`config.mk`:
```
export PLATFORM = sky130hd
export DESIGN_NAME = burst_port
export DESIGN_NICKNAME = d
export VERILOG_FILES = /design/src/rtl/bp_pkg.sv /design/src/rtl/bp_fifo.sv /design/src/rtl/bp_sample.sv /design/src/rtl/bp_regs.sv /design/src/rtl/burst_port.sv
export SDC_FILE = /design/constraint.sdc
export NUM_CORES = 1
export LEC_CHECK = 0
export BUFFER_PORTS_ARGS = -buffer_cell sky130_fd_sc_hd__buf_2
export CAP_MARGIN = 15
export CELL_PAD_IN_SITES_DETAIL_PLACEMENT = 2
export CELL_PAD_IN_SITES_GLOBAL_PLACEMENT = 2
export CORE_AREA = 5 5 219 242
export CTS_CLUSTER_DIAMETER = 30
export DETAILED_ROUTE_END_ITERATION = 8
export DIE_AREA = 0 0 224 247
export HOLD_SLACK_MARGIN = 0.15
export PLACE_DENSITY = 0.91
export SYNTH_ARGS = -nofsm -noshare
export SYNTH_HDL_FRONTEND = slang
export SYNTH_SLANG_ARGS = --single-unit
```
`constraint.sdc`:
```
create_clock -name bclk -period 10.1 [get_ports bclk]
set_clock_uncertainty 0.15 [all_clocks]
set_input_delay 1.01 -clock bclk [delete_from_list [all_inputs] [get_ports bclk]]
set_output_delay 1.01 -clock bclk [all_outputs]
set_load 0.05 [all_outputs]
```
`src/rtl/bp_pkg.sv`:
```
`timescale 1ns/1ps
package bp_pkg;

    typedef enum logic [2:0] {
        S_IDLE,
        S_RD_XFER,
        S_RD_WAIT,
        S_RD_REJ,
        S_WR_XFER,
        S_WR_WAIT
    } bp_state_e;

    localparam int unsigned REG_SCRATCH = 0;
    localparam int unsigned REG_STATUS  = 1;
    localparam int unsigned STAT_RX_LSB = 8;
    localparam int unsigned STAT_TX_LSB = 16;

endpackage

```
`src/rtl/bp_fifo.sv`:
```
`timescale 1ns/1ps
module bp_fifo #(
    parameter int W     = 32,
    parameter int DEPTH = 8,
    localparam int AW   = (DEPTH > 1) ? $clog2(DEPTH) : 1,
    localparam int CW   = $clog2(DEPTH + 1)
) (
    input  logic          clk,
    input  logic          rst_n,
    input  logic          push,
    input  logic [W-1:0]  push_data,
    input  logic          pop,
    output logic [W-1:0]  head,
    output logic          empty,
    output logic [CW-1:0] count
);

    logic [W-1:0]  mem [DEPTH];
    logic [AW-1:0] wp_q, rp_q;
    logic          do_push, do_pop, full;

    assign full    = (count == CW'(DEPTH));
    assign empty   = (count == '0);
    assign do_push = push && !full;
    assign do_pop  = pop && !empty;
    assign head    = mem[rp_q];

    function automatic logic [AW-1:0] bump(input logic [AW-1:0] p);
        return (p == AW'(DEPTH - 1)) ? '0 : p + AW'(1);
    endfunction

    always_ff @(posedge clk) begin
        if (do_push) begin
            mem[wp_q] <= push_data;
        end
    end

    always_ff @(posedge clk or negedge rst_n) begin
        if (!rst_n) begin
            wp_q  <= '0;
            rp_q  <= '0;
            count <= '0;
        end else begin
            if (do_push) wp_q <= bump(wp_q);
            if (do_pop)  rp_q <= bump(rp_q);
            count <= count + CW'(do_push) - CW'(do_pop);
        end
    end

endmodule

```
`src/rtl/bp_sample.sv`:
```
`timescale 1ns/1ps
module bp_sample (
    input  logic clk,
    input  logic rst_n,
    input  logic dsel_n,
    input  logic cyc_n,
    input  logic wr_nrd,
    input  logic rdy_n,
    output logic sel_s,
    output logic cyc_s,
    output logic dir_s,
    output logic wait_s
);

    always_ff @(negedge clk or negedge rst_n) begin
        if (!rst_n) begin
            sel_s  <= 1'b0;
            cyc_s  <= 1'b0;
            dir_s  <= 1'b0;
            wait_s <= 1'b0;
        end else begin
            sel_s  <= !dsel_n;
            cyc_s  <= !cyc_n;
            dir_s  <= wr_nrd;
            wait_s <= !rdy_n;
        end
    end

endmodule

```
`src/rtl/bp_regs.sv`:
```
`timescale 1ns/1ps
module bp_regs
    import bp_pkg::*;
#(
    parameter int DATA_W = 32,
    parameter int ADDR_W = 2,
    parameter int CW     = 4
) (
    input  logic              clk,
    input  logic              rst_n,
    input  logic              as_n,
    input  logic              wr_n,
    input  logic [ADDR_W-1:0] addr,
    input  logic [DATA_W-1:0] din,
    input  logic              unf,
    input  logic              ovf,
    input  logic [CW-1:0]     rx_cnt,
    input  logic [CW-1:0]     tx_cnt,
    output logic [DATA_W-1:0] rdata,
    output logic              clr_unf,
    output logic              clr_ovf
);

    logic [ADDR_W-1:0] addr_q;
    logic [DATA_W-1:0] din_q, scratch_q, status;
    logic              wr_n_q, commit, hit_scr, hit_stat;

    assign commit   = !wr_n_q && wr_n;
    assign hit_scr  = (addr_q == ADDR_W'(REG_SCRATCH));
    assign hit_stat = (addr_q == ADDR_W'(REG_STATUS));
    assign clr_unf  = commit && hit_stat && din_q[0];
    assign clr_ovf  = commit && hit_stat && din_q[1];

    always_ff @(posedge clk or negedge rst_n) begin
        if (!rst_n) begin
            addr_q    <= '0;
            din_q     <= '0;
            wr_n_q    <= 1'b1;
            scratch_q <= '0;
        end else begin
            wr_n_q <= wr_n;
            if (!as_n) addr_q <= addr;
            if (!wr_n) din_q  <= din;
            if (commit && hit_scr) scratch_q <= din_q;
        end
    end

    always_comb begin
        status = '0;
        status[0] = unf;
        status[1] = ovf;
        status[STAT_RX_LSB +: CW] = rx_cnt;
        status[STAT_TX_LSB +: CW] = tx_cnt;
    end

    always_comb begin
        rdata = '0;
        if (hit_scr)       rdata = scratch_q;
        else if (hit_stat) rdata = status;
    end

endmodule

```
`src/rtl/burst_port.sv`:
```
`timescale 1ns/1ps
module burst_port
    import bp_pkg::*;
#(
    parameter int DATA_W = 32,
    parameter int ADDR_W = 2,
    parameter int DEPTH  = 8,
    localparam int CW    = $clog2(DEPTH + 1)
) (
    input  logic              bclk,
    input  logic              rst_n,
    input  logic              dsel_n,
    input  logic              cyc_n,
    input  logic              wr_nrd,
    input  logic              rdy_n,
    input  logic              as_n,
    input  logic              rd_n,
    input  logic              wr_n,
    input  logic [ADDR_W-1:0] addr,
    input  logic [DATA_W-1:0] din,
    output logic [DATA_W-1:0] dout,
    output logic              doe,
    input  logic              rx_push,
    input  logic [DATA_W-1:0] rx_push_data,
    output logic              tx_avail,
    output logic [DATA_W-1:0] tx_head,
    input  logic              tx_take
);

    bp_state_e         st_q, st_nx;
    logic              sel_s, cyc_s, dir_s, wait_s;
    logic              rx_pop, rx_empty, tx_push, tx_empty, tx_full;
    logic              rd_go, wr_go, unf_evt, ovf_evt;
    logic              unf_q, ovf_q, clr_unf, clr_ovf, reg_rd;
    logic [CW-1:0]     rx_cnt, tx_cnt;
    logic [DATA_W-1:0] rx_head, rd_word_q, reg_rdata;

    bp_sample u_sample (
        .clk    (bclk),
        .rst_n  (rst_n),
        .dsel_n (dsel_n),
        .cyc_n  (cyc_n),
        .wr_nrd (wr_nrd),
        .rdy_n  (rdy_n),
        .sel_s  (sel_s),
        .cyc_s  (cyc_s),
        .dir_s  (dir_s),
        .wait_s (wait_s)
    );

    bp_fifo #(.W(DATA_W), .DEPTH(DEPTH)) u_rx (
        .clk       (bclk),
        .rst_n     (rst_n),
        .push      (rx_push),
        .push_data (rx_push_data),
        .pop       (rx_pop),
        .head      (rx_head),
        .empty     (rx_empty),
        .count     (rx_cnt)
    );

    bp_fifo #(.W(DATA_W), .DEPTH(DEPTH)) u_tx (
        .clk       (bclk),
        .rst_n     (rst_n),
        .push      (tx_push),
        .push_data (din),
        .pop       (tx_take),
        .head      (tx_head),
        .empty     (tx_empty),
        .count     (tx_cnt)
    );

    bp_regs #(.DATA_W(DATA_W), .ADDR_W(ADDR_W), .CW(CW)) u_regs (
        .clk     (bclk),
        .rst_n   (rst_n),
        .as_n    (as_n),
        .wr_n    (wr_n),
        .addr    (addr),
        .din     (din),
        .unf     (unf_q),
        .ovf     (ovf_q),
        .rx_cnt  (rx_cnt),
        .tx_cnt  (tx_cnt),
        .rdata   (reg_rdata),
        .clr_unf (clr_unf),
        .clr_ovf (clr_ovf)
    );

    // Next state from the falling-edge samples
    always_comb begin
        st_nx = st_q;
        unique case (st_q)
            S_IDLE: begin
                if (sel_s) begin
                    if (dir_s)      st_nx = wait_s ? S_WR_WAIT : S_WR_XFER;
                    else if (cyc_s) st_nx = S_RD_REJ;
                    else            st_nx = wait_s ? S_RD_WAIT : S_RD_XFER;
                end
            end
            S_RD_XFER, S_RD_WAIT: begin
                if (!sel_s) st_nx = S_IDLE;
                else        st_nx = wait_s ? S_RD_WAIT : S_RD_XFER;
            end
            S_RD_REJ: begin
                if (!sel_s) st_nx = S_IDLE;
            end
            S_WR_XFER, S_WR_WAIT: begin
                if (!sel_s) st_nx = S_IDLE;
                else        st_nx = wait_s ? S_WR_WAIT : S_WR_XFER;
            end
            default: st_nx = S_IDLE;
        endcase
    end

    always_ff @(posedge bclk or negedge rst_n) begin
        if (!rst_n) st_q <= S_IDLE;
        else        st_q <= st_nx;
    end

    // Per-edge actions and bus outputs
    always_comb begin
        rd_go    = (st_nx == S_RD_XFER);
        wr_go    = (st_nx == S_WR_XFER);
        tx_full  = (tx_cnt == CW'(DEPTH));
        rx_pop   = rd_go && !rx_empty;
        unf_evt  = rd_go && rx_empty;
        tx_push  = wr_go && !tx_full;
        ovf_evt  = wr_go && tx_full;
        reg_rd   = !rd_n && dsel_n && (st_q == S_IDLE);
        doe      = reg_rd || (st_q == S_RD_XFER) || (st_q == S_RD_WAIT);
        dout     = reg_rd ? reg_rdata : rd_word_q;
        tx_avail = !tx_empty;
    end

    always_ff @(posedge bclk or negedge rst_n) begin
        if (!rst_n) begin
            rd_word_q <= '0;
            unf_q     <= 1'b0;
            ovf_q     <= 1'b0;
        end else begin
            if (rx_pop) rd_word_q <= rx_head;
            if (unf_evt)      unf_q <= 1'b1;
            else if (clr_unf) unf_q <= 1'b0;
            if (ovf_evt)      ovf_q <= 1'b1;
            else if (clr_ovf) ovf_q <= 1'b0;
        end
    end

endmodule

```
==> impl_metrics.ini, run 1 <==
[run_status]
status = finished clean

[detailed_routing]
drtIter0Drc = 1092
avgViaCountPerCell = 6.04
firstDrtPassIters = 5
totalWireLength_um = 79500
drcViolationCount = 0
route.antenna.remaining_nets = 0
dr_total_vias = 13500
wire_per_inst_um = 35.6

[worst_setup_path]
worstReg2RegStart = u_sample.wait_s
worst_r2r_path_depth = 10
worst-path-max-fanout = 36
rr_endpoint = u_rx.count[3]
startpoint_type = flop
critPathKind = flop to flop
r2r_slack_ns = 1.56
setup.worst_path.end_class = flop
worstPathRequired_ns = 10.55
crit_arrival_ns = 8.99
cp-startpoint = u_sample.wait_s
critPathCapture = u_rx.count[3]

[placement]
gp_congestion = 0.716
port_buffers = 142
dp_hpwl_um = 42500
post-place-ws_ns = 1.61
post-place-cells = 1985

[clock_network]
post_cts_resized = 0
htreeDepth = 4
cts_made_buffers = 137
clock_latency_ns = 0.71
clkTransAtPathRegs_ns = 0.05
root_buffer = clkbuf_16
cts_tree = built
cts_setup_buffers = 0
cts_hold_buf = 0
cts_sinks = 640
max-clock-path-buffers = 3

[die]
initial_utilization = 0.506
die_w_um = 224
ioPinCount = 143
std_cell_rows = 86
die_h_um = 247
fp.coreArea_um2 = 50000
die_area_um2 = 55300

[finish]
seq_area_um2 = 18600
fin_cells = 2232
multi_input_area_um2 = 6370
syn2layout_area_growth_pct = 24.0
fillers = 3891
finalNetCount = 1563
layout-drive-gt1-share = 0.428

[power_and_ir_drop]
p_sw_frac = 0.334
power.density_nw_per_um2 = 354
comb_power_share = 0.257
pwr-share-seq = 0.335
vdd_drop_max_mv = 0.250
pwr-share-clk = 0.408
p_sw_uw = 3710
p_leak_uw = 0.0115
p_int_uw = 7410

[logic_synthesis]
synthXorXnorAreaFrac = 0.00173
yosysTopAreaCellShare = 0.607
synth_top_family_by_area = multiplexers
synthAdderAreaFrac = 0.0115
yosys.area_share.simple = 0.0210
ys_seq_area_frac = 0.734
yosysUniqueCellTypes = 47
syn_nets = 1318
synth-seq-cells = 640
synth_mux_area_frac = 0.202
synthArstFlopShare = 0.200
ys_top_cells_by_area = edfxtp_1 61%, dfrtp_1 12%, mux4_2 8.6%, mux2_2 6.3%, mux4_1 3.2%
ys_warn_count = 0
synth_edf_count = 512
postSynthAreaPerCell_um2 = 20.8
ys.flop_type = edfxtp_1
yosys.area.top_type = edfxtp_1
netlist_area_um2 = 25300
synthCells = 1219
synth_compound_area_frac = 0.0132

[global_route]
globalRouteMet3Util = 0.0704
track_usage = 0.294
grt_pass1_wl_um = 116000
grt.busiest_layer = met2
met1_usage = 0.364
first_global_vias = 15500
grt_antenna_before_repair = 5
grt-ovfl-total = 0
use_met2 = 0.505
grt_max_degree = 67

[hold_path]
hold_path.class = input pin to asynchronous set/reset pin

[sta]
hold_viol = 0
slew_viol_final = 0
setup_slack_ns = 1.56
maxSlewHeadroom = 0.273
rsz0062_at_grt = false
setup_viol = 0
setup_tns_ns = 0
worst_slew_pin_slew_ns = 1.09

[flow_run]
max_cap_violations = 0
[metrics by stage]
step / hold slack [ns] / power [uW] / cell area, um^2 / utilization
after floorplan: 0.297 / 5620 / 25300 / -
after global placement: 0.323 / 6250 / 26800 / 0.535
after detailed placement: 0.344 / 6490 / 26800 / 0.535
after CTS: 0.161 / 11200 / 31400 / 0.627
after global routing: 0.200 / 11500 / 31400 / 0.627
final: 0.180 / 11100 / 31400 / 0.627
[layout make-up]
type,instances,share of cell area
clock buffer,163,0.118
timing repair buffer,165,0.0283
sequential,640,0.593
inverter,21,0.00251
clock inverter,83,0.0287
antenna,1,0.0000797
tap,660,0.0263
multi-input combinational,499,0.203
[cells in the mapped netlist (3+ instances only)]
| master | instances |
|---|---|
| a21oi_1 | 4 |
| buf_1 | 9 |
| xor2_1 | 3 |
| and4b_1 | 3 |
| buf_6 | 4 |
| mux4_2 | 97 |
| nor2_1 | 14 |
| clkbuf_8 | 6 |
| buf_2 | 8 |
| nand2b_1 | 5 |
| mux2_2 | 141 |
| clkbuf_1 | 31 |
| ha_1 | 20 |
| nand2_1 | 71 |
| a21o_1 | 3 |
| dfrtn_1 | 4 |
| edfxtp_1 | 512 |
| o21ai_0 | 28 |
| mux4_1 | 31 |
| nor3_1 | 4 |
| inv_1 | 21 |
| mux2_4 | 29 |
| mux2i_1 | 10 |
| o31ai_1 | 10 |
| dfrtp_1 | 123 |
[worst max-delay path, cell delays in order (launching register included)]
cell	delay [ns]
dfrtn_1	0.51
mux2_2	0.38
a2bb2oi_2	0.18
a2111oi_4	0.34
buf_4	0.62
ha_1	0.31
inv_1	0.09
ha_1	0.29
a21o_1	0.20
a21oi_1	0.17
xor2_1	0.20
[cells in the final DEF, fill, tap and decap left out, types with 13 or more instances in the layout]
cell type,synthesis,layout
buf_4,0,23
clkbuf_16,0,144
bufinv_16,0,15
mux4_2,97,97
buf_2,8,141
ha_1,20,20
clkinv_2,0,17
mux2_2,141,141
o21ai_0,28,28
clkinvlp_4,0,15
dfrtp_1,123,118
inv_1,21,21
edfxtp_1,512,512
mux2_4,29,29
mux4_1,31,31
clkinv_1,0,13
nand2_1,71,71
clkbuf_1,31,15
[sequential cells by signal, summed over array words and instances, names as in the netlist, 4 cells and up]
register / flops
u_tx.count: 4
u_rx.count: 4
u_regs.scratch_q: 32
u_regs.din_q: 32
u_tx.mem: 256
rd_word_q: 32
u_rx.mem: 256
[worst min-delay path by stage]
stage | start | to | slack, ns | depth (start not counted)
2_1_floorplan | ovf_q | ovf_q | 0.30 | 2
3_3_place_gp | ovf_q | ovf_q | 0.32 | 2
3_5_place_dp | u_regs.din_q[7] | u_regs.scratch_q[7] | 0.34 | 1
4_1_cts | rst_n | u_regs.scratch_q[3] | 0.16 | 1
5_1_grt | rst_n | u_regs.din_q[10] | 0.20 | 1
6_report | rst_n | u_tx.rp_q[2] | 0.18 | 1
[per-layer routing]
metal,routed length (um),share of wire
met2,41500,0.52
met5,55,0.00069
met1,30500,0.38
met4,2730,0.034
met3,4720,0.059
[power by group through the flow]
stage               clock [uW]  sequential (uW)  combinational, uW
floorplan                    0             3410               2210
global placement             0             3660               2590
detailed placement           0             3720               2760
CTS                       4610             3730               2880
global route              4770             3750               2970
finish                    4540             3730               2850
[kinds of logic after synthesis]
group | Yosys count
XOR/XNOR | 5
multiplexers | 308
flip-flops | 640
buffers and inverters | 80
adder cells (fa/ha/maj) | 22
AO/OA/AOI/OAI | 50
AND/OR/NAND/NOR | 114
(Power assumes the default switching activity.)
==> run 2, diff against run 1 <==
- CORE_AREA: 5 5 219 242 -> 5 5 225 249
- DIE_AREA: 0 0 224 247 -> 0 0 230 254
- PLACE_DENSITY: 0.91 -> 0.87
- clock period: 10.1 -> 8.1 ns (I/O delays scaled with it)
==> impl_metrics.ini, run 2 (synthesis results as in run 1) <==
[worst_setup_path]
setup.worst_path.end_class = flop
r2r_slack_ns = 0.94
worst-path-max-fanout = 32
worstReg2RegStart = u_sample.dir_s
cp-startpoint = u_sample.dir_s
crit_arrival_ns = 7.30
startpoint_type = flop
worst_r2r_path_depth = 5
critPathKind = flop to flop
worstPathRequired_ns = 8.24

[sta]
maxSlewHeadroom = 0.221
setup_viol = 0
slew_viol_final = 0
worst_slew_pin_slew_ns = 1.17
setup_tns_ns = 0
whs_ns = 0.209
hold_viol = 0
rsz0062_at_grt = false

[clock_network]
cts_tree = built
cts_hold_buf = 1
clkTransAtPathRegs_ns = 0.04
clock_latency_ns = 0.70
root_buffer = clkbuf_16
htreeDepth = 4
max-clock-path-buffers = 3
cts_setup_buffers = 0
cts_sinks = 640
post_cts_resized = 0
cts_made_buffers = 131

[die]
die_area_um2 = 58400
fp.coreArea_um2 = 53200
ioPinCount = 143
initial_utilization = 0.476
die_w_um = 230
die_h_um = 254
std_cell_rows = 89

[placement]
gp_congestion = 0.741
dp_hpwl_um = 40900
port_buffers = 142
place_area_um2 = 26800

[detailed_routing]
drtIter0Drc = 913
route.antenna.remaining_nets = 0
drcViolationCount = 0
totalWireLength_um = 73000
wire_per_inst_um = 32.4
avgViaCountPerCell = 5.81
firstDrtPassIters = 4
dr_total_vias = 13100

[finish]
layout-drive-gt1-share = 0.427
syn2layout_area_growth_pct = 23.9
layout_commonest_cell = edfxtp_1
top_regs = u_rx.mem (256), u_tx.mem (256)
final_area_um2 = 31400
finalNetCount = 1560
layout_common_cells = 512 x edfxtp_1, 141 x mux2_2, 141 x buf_2

[hold_path]
hold_path.class = input pin to flop
min_path_cells = 2
hp-start = addr[0]

[run_status]
status = finished clean

[power_and_ir_drop]
p_leak_uw = 0.0114
p_total_uw = 13600
vdd_drop_max_mv = 0.283
power.density_nw_per_um2 = 435

[global_route]
track_usage = 0.255
first_global_vias = 15300
grt_pass1_wl_um = 108000
grt_antenna_before_repair = 8
grt-ovfl-total = 0
grt_max_degree = 82

[flow_run]
max_cap_violations = 0
run 2: cell count changes in the layout (fill, tap and decap cells not counted), moves of 2 or more:
cell        change
clkinv_1        -4
clkbuf_1        +3
inv_6           -3
buf_4           +2
clkinv_2        -2
diode_2         +3
bufinv_16       +3
clkinvlp_4      +3
clkinv_4        -3
clkbuf_16       -5
run 2: area by class of cell:
class	instances	area (um^2)
Clock buffer	162	3610
Tap cell	682	853
Multi-Input combinational cell	499	6370
Timing Repair Buffer	168	915
Antenna cell	4	10.0
Fill cell	4262	21900
Sequential cell	640	18600
Inverter	21	78.8
Clock inverter	76	925
run 2: per-layer routing:
metal,track usage,vias to the layer above,part of all wire
met3,0.0589,130,0.048
met2,0.456,412,0.54
met1,0.304,7092,0.38
li1,-,5453,-
met4,0.0936,2,0.029
met5,0,-,0.00027
run 2: final timing paths:
check,to
setup / recovery,u_tx.mem[2][23]
hold reg to reg,u_regs.scratch_q[10]
min in group asynchronous,u_regs.din_q[8]
hold / removal,u_regs.addr_q[0]
setup reg to reg,u_tx.mem[2][23]
max in group asynchronous,u_sample.wait_s
run 2: through the flow:
stage / util / std cells / setup slack, ns
after floorplan: - / 1219 / 0.0853
after global placement: 0.504 / 2009 / 1.28
after detailed placement: 0.504 / 2009 / 0.992
after CTS: 0.589 / 2248 / 0.887
after global routing: 0.589 / 2250 / 0.799
final: 0.589 / 2252 / 0.944
run 2: critical path, stage by stage (launching register included):
cell       delay, ns
dfrtn_1         0.40
nor2_1          0.15
mux2_2          0.19
a2bb2oi_2       0.35
and3_2          0.45
and4bb_2        1.04
run 2: where the power goes:
| part | leakage (uW) | switching (uW) | internal [uW] | total (uW) |
|---|---|---|---|---|
| clock | 0.00217 | 1800 | 3740 | 5540 |
| sequential | 0.00614 | 470 | 4070 | 4540 |
| combinational | 0.00311 | 2150 | 1430 | 3570 |
| total | 0.0114 | 4420 | 9230 | 13600 |
==> run 3, diff against run 2 <==
- CORE_AREA: 5 5 225 249 -> 2 2 222 246
- DIE_AREA: 0 0 230 254 -> 0 0 224 248
==> impl_metrics.ini, run 3 (synthesis results as in run 1) <==
[run_status]
status = finished clean

[detailed_routing]
drtIter0Drc = 872
firstDrtPassIters = 4
route.antenna.remaining_nets = 0
avgViaCountPerCell = 5.83
wire_per_inst_um = 33.1
totalWireLength_um = 74600
drcViolationCount = 0
dr_total_vias = 13100

[worst_setup_path]
r2r_slack_ns = 1.0
worst-path-max-fanout = 32
crit_arrival_ns = 7.27
worst_r2r_path_depth = 5
cp-startpoint = u_sample.dir_s
worstPathRequired_ns = 8.27
critPathCapture = u_tx.mem[2][22]
cp_cell_sequence = a21oi_1 -> nor3b_1 -> buf_4 -> and3_2 -> and4bb_2
critPathKind = flop to flop
worstReg2RegStart = u_sample.dir_s
startpoint_type = flop
slowest_stage = and4bb_2
setup.worst_path.end_class = flop
rr_endpoint = u_tx.mem[2][22]
max_stage_delay_ns = 0.98

[sta]
setup_viol = 0
setup_tns_ns = 0
worst_slew_pin_slew_ns = 1.05
hold_viol = 0
maxSlewHeadroom = 0.302
rsz0062_at_grt = false
slew_viol_final = 0

[power_and_ir_drop]
pwr-share-seq = 0.330
p_leak_uw = 0.0115
vdd_drop_max_mv = 0.271
pwr-share-clk = 0.411
comb_power_share = 0.259
power.density_nw_per_um2 = 442
p_sw_uw = 4580
p_int_uw = 9360
p_sw_frac = 0.329

[die]
die_w_um = 224
die_h_um = 248
fp.coreArea_um2 = 53100
initial_utilization = 0.477
ioPinCount = 143
std_cell_rows = 89
die_area_um2 = 55600

[clock_network]
htreeDepth = 4
cts_sinks = 640
root_buffer = clkbuf_16
clkTransAtPathRegs_ns = 0.05
cts_made_buffers = 133
max-clock-path-buffers = 3
cts_tree = built
clock_latency_ns = 0.73

[global_route]
track_usage = 0.280
grt_pass1_wl_um = 110000
grt_antenna_before_repair = 6
grt-ovfl-total = 0
first_global_vias = 15400
grt_max_degree = 80

[finish]
finalNetCount = 1564
syn2layout_area_growth_pct = 24.6
layout_common_cells = 512 x edfxtp_1, 141 x mux2_2, 141 x buf_2
fin_cells = 2255
top_regs = u_rx.mem (256), u_tx.mem (256)
layout-drive-gt1-share = 0.430
layout_commonest_cell = edfxtp_1

[placement]
gp_congestion = 0.779
post-place-cells = 2009
dp_hpwl_um = 41200
port_buffers = 142

[flow_run]
max_cap_violations = 0

[hold_path]
hold_path.class = input pin to flop
run 3: layout make-up:
cell class	instances	area [um^2]
sequential	640	18600
fill	4205	21600
timing repair buffer	170	950
antenna	1	2.50
clock buffer	161	3640
multi-input combinational	499	6370
inverter	21	78.8
tap	682	853
clock inverter	81	1040
run 3: how the worst min path moves through the flow:
stage	start	endpoint	slack (ns)	cells past startpoint
after floorplan	ovf_q	ovf_q	0.30	2
after global placement	ovf_q	ovf_q	0.33	2
after detailed placement	u_regs.din_q[20]	u_regs.scratch_q[20]	0.34	1
after CTS	addr[0]	u_regs.addr_q[0]	0.16	2
after global routing	addr[0]	u_regs.addr_q[0]	0.19	2
final	addr[0]	u_regs.addr_q[0]	0.20	2
run 3: power groups by stage:
stage / clock network [uW] / logic, uW / registers [uW]
2_1_floorplan: 0 / 2760 / 4250
3_3_place_gp: 0 / 3270 / 4540
3_5_place_dp: 0 / 3480 / 4620
4_1_cts: 5820 / 3630 / 4610
5_1_grt: 5950 / 3780 / 4660
6_report: 5730 / 3600 / 4600
run 3: what timing repair did:
action,CTS,global route
hold buffers,1,0
setup buffers,0,0
endpoints found under the setup margin,0,0
hold endpoints to repair,74,0
gates resized for setup,0,0
run 3: metrics by stage:
stage	util	setup WS, ns	area [um^2]	total power, uW	hold slack (ns)
detailed placement	0.505	1.11	26800	8100	0.343
floorplan	-	0.0853	25300	7010	0.297
global route	0.594	0.920	31500	14400	0.187
global placement	0.505	1.31	26800	7810	0.335
CTS	0.593	0.998	31500	14100	0.157
finish	0.594	0.999	31500	13900	0.198
run 3: layer usage:
layer	routed length [um]	up-vias	global-route usage
li1	-	5451	-
met1	29200	7141	0.331
met2	40200	407	0.502
met4	2040	6	0.108
met3	3150	139	0.0618
met5	34	-	0
run 3: worst max-delay path: cells and delay by family, from the launching register on:
kind,cells,cell delay [ns]
and+or+nand+nor,3,1.68
AOI/OAI and AO/OA,1,0.14
buffers and inverters,1,0.23
DFF,1,0.49
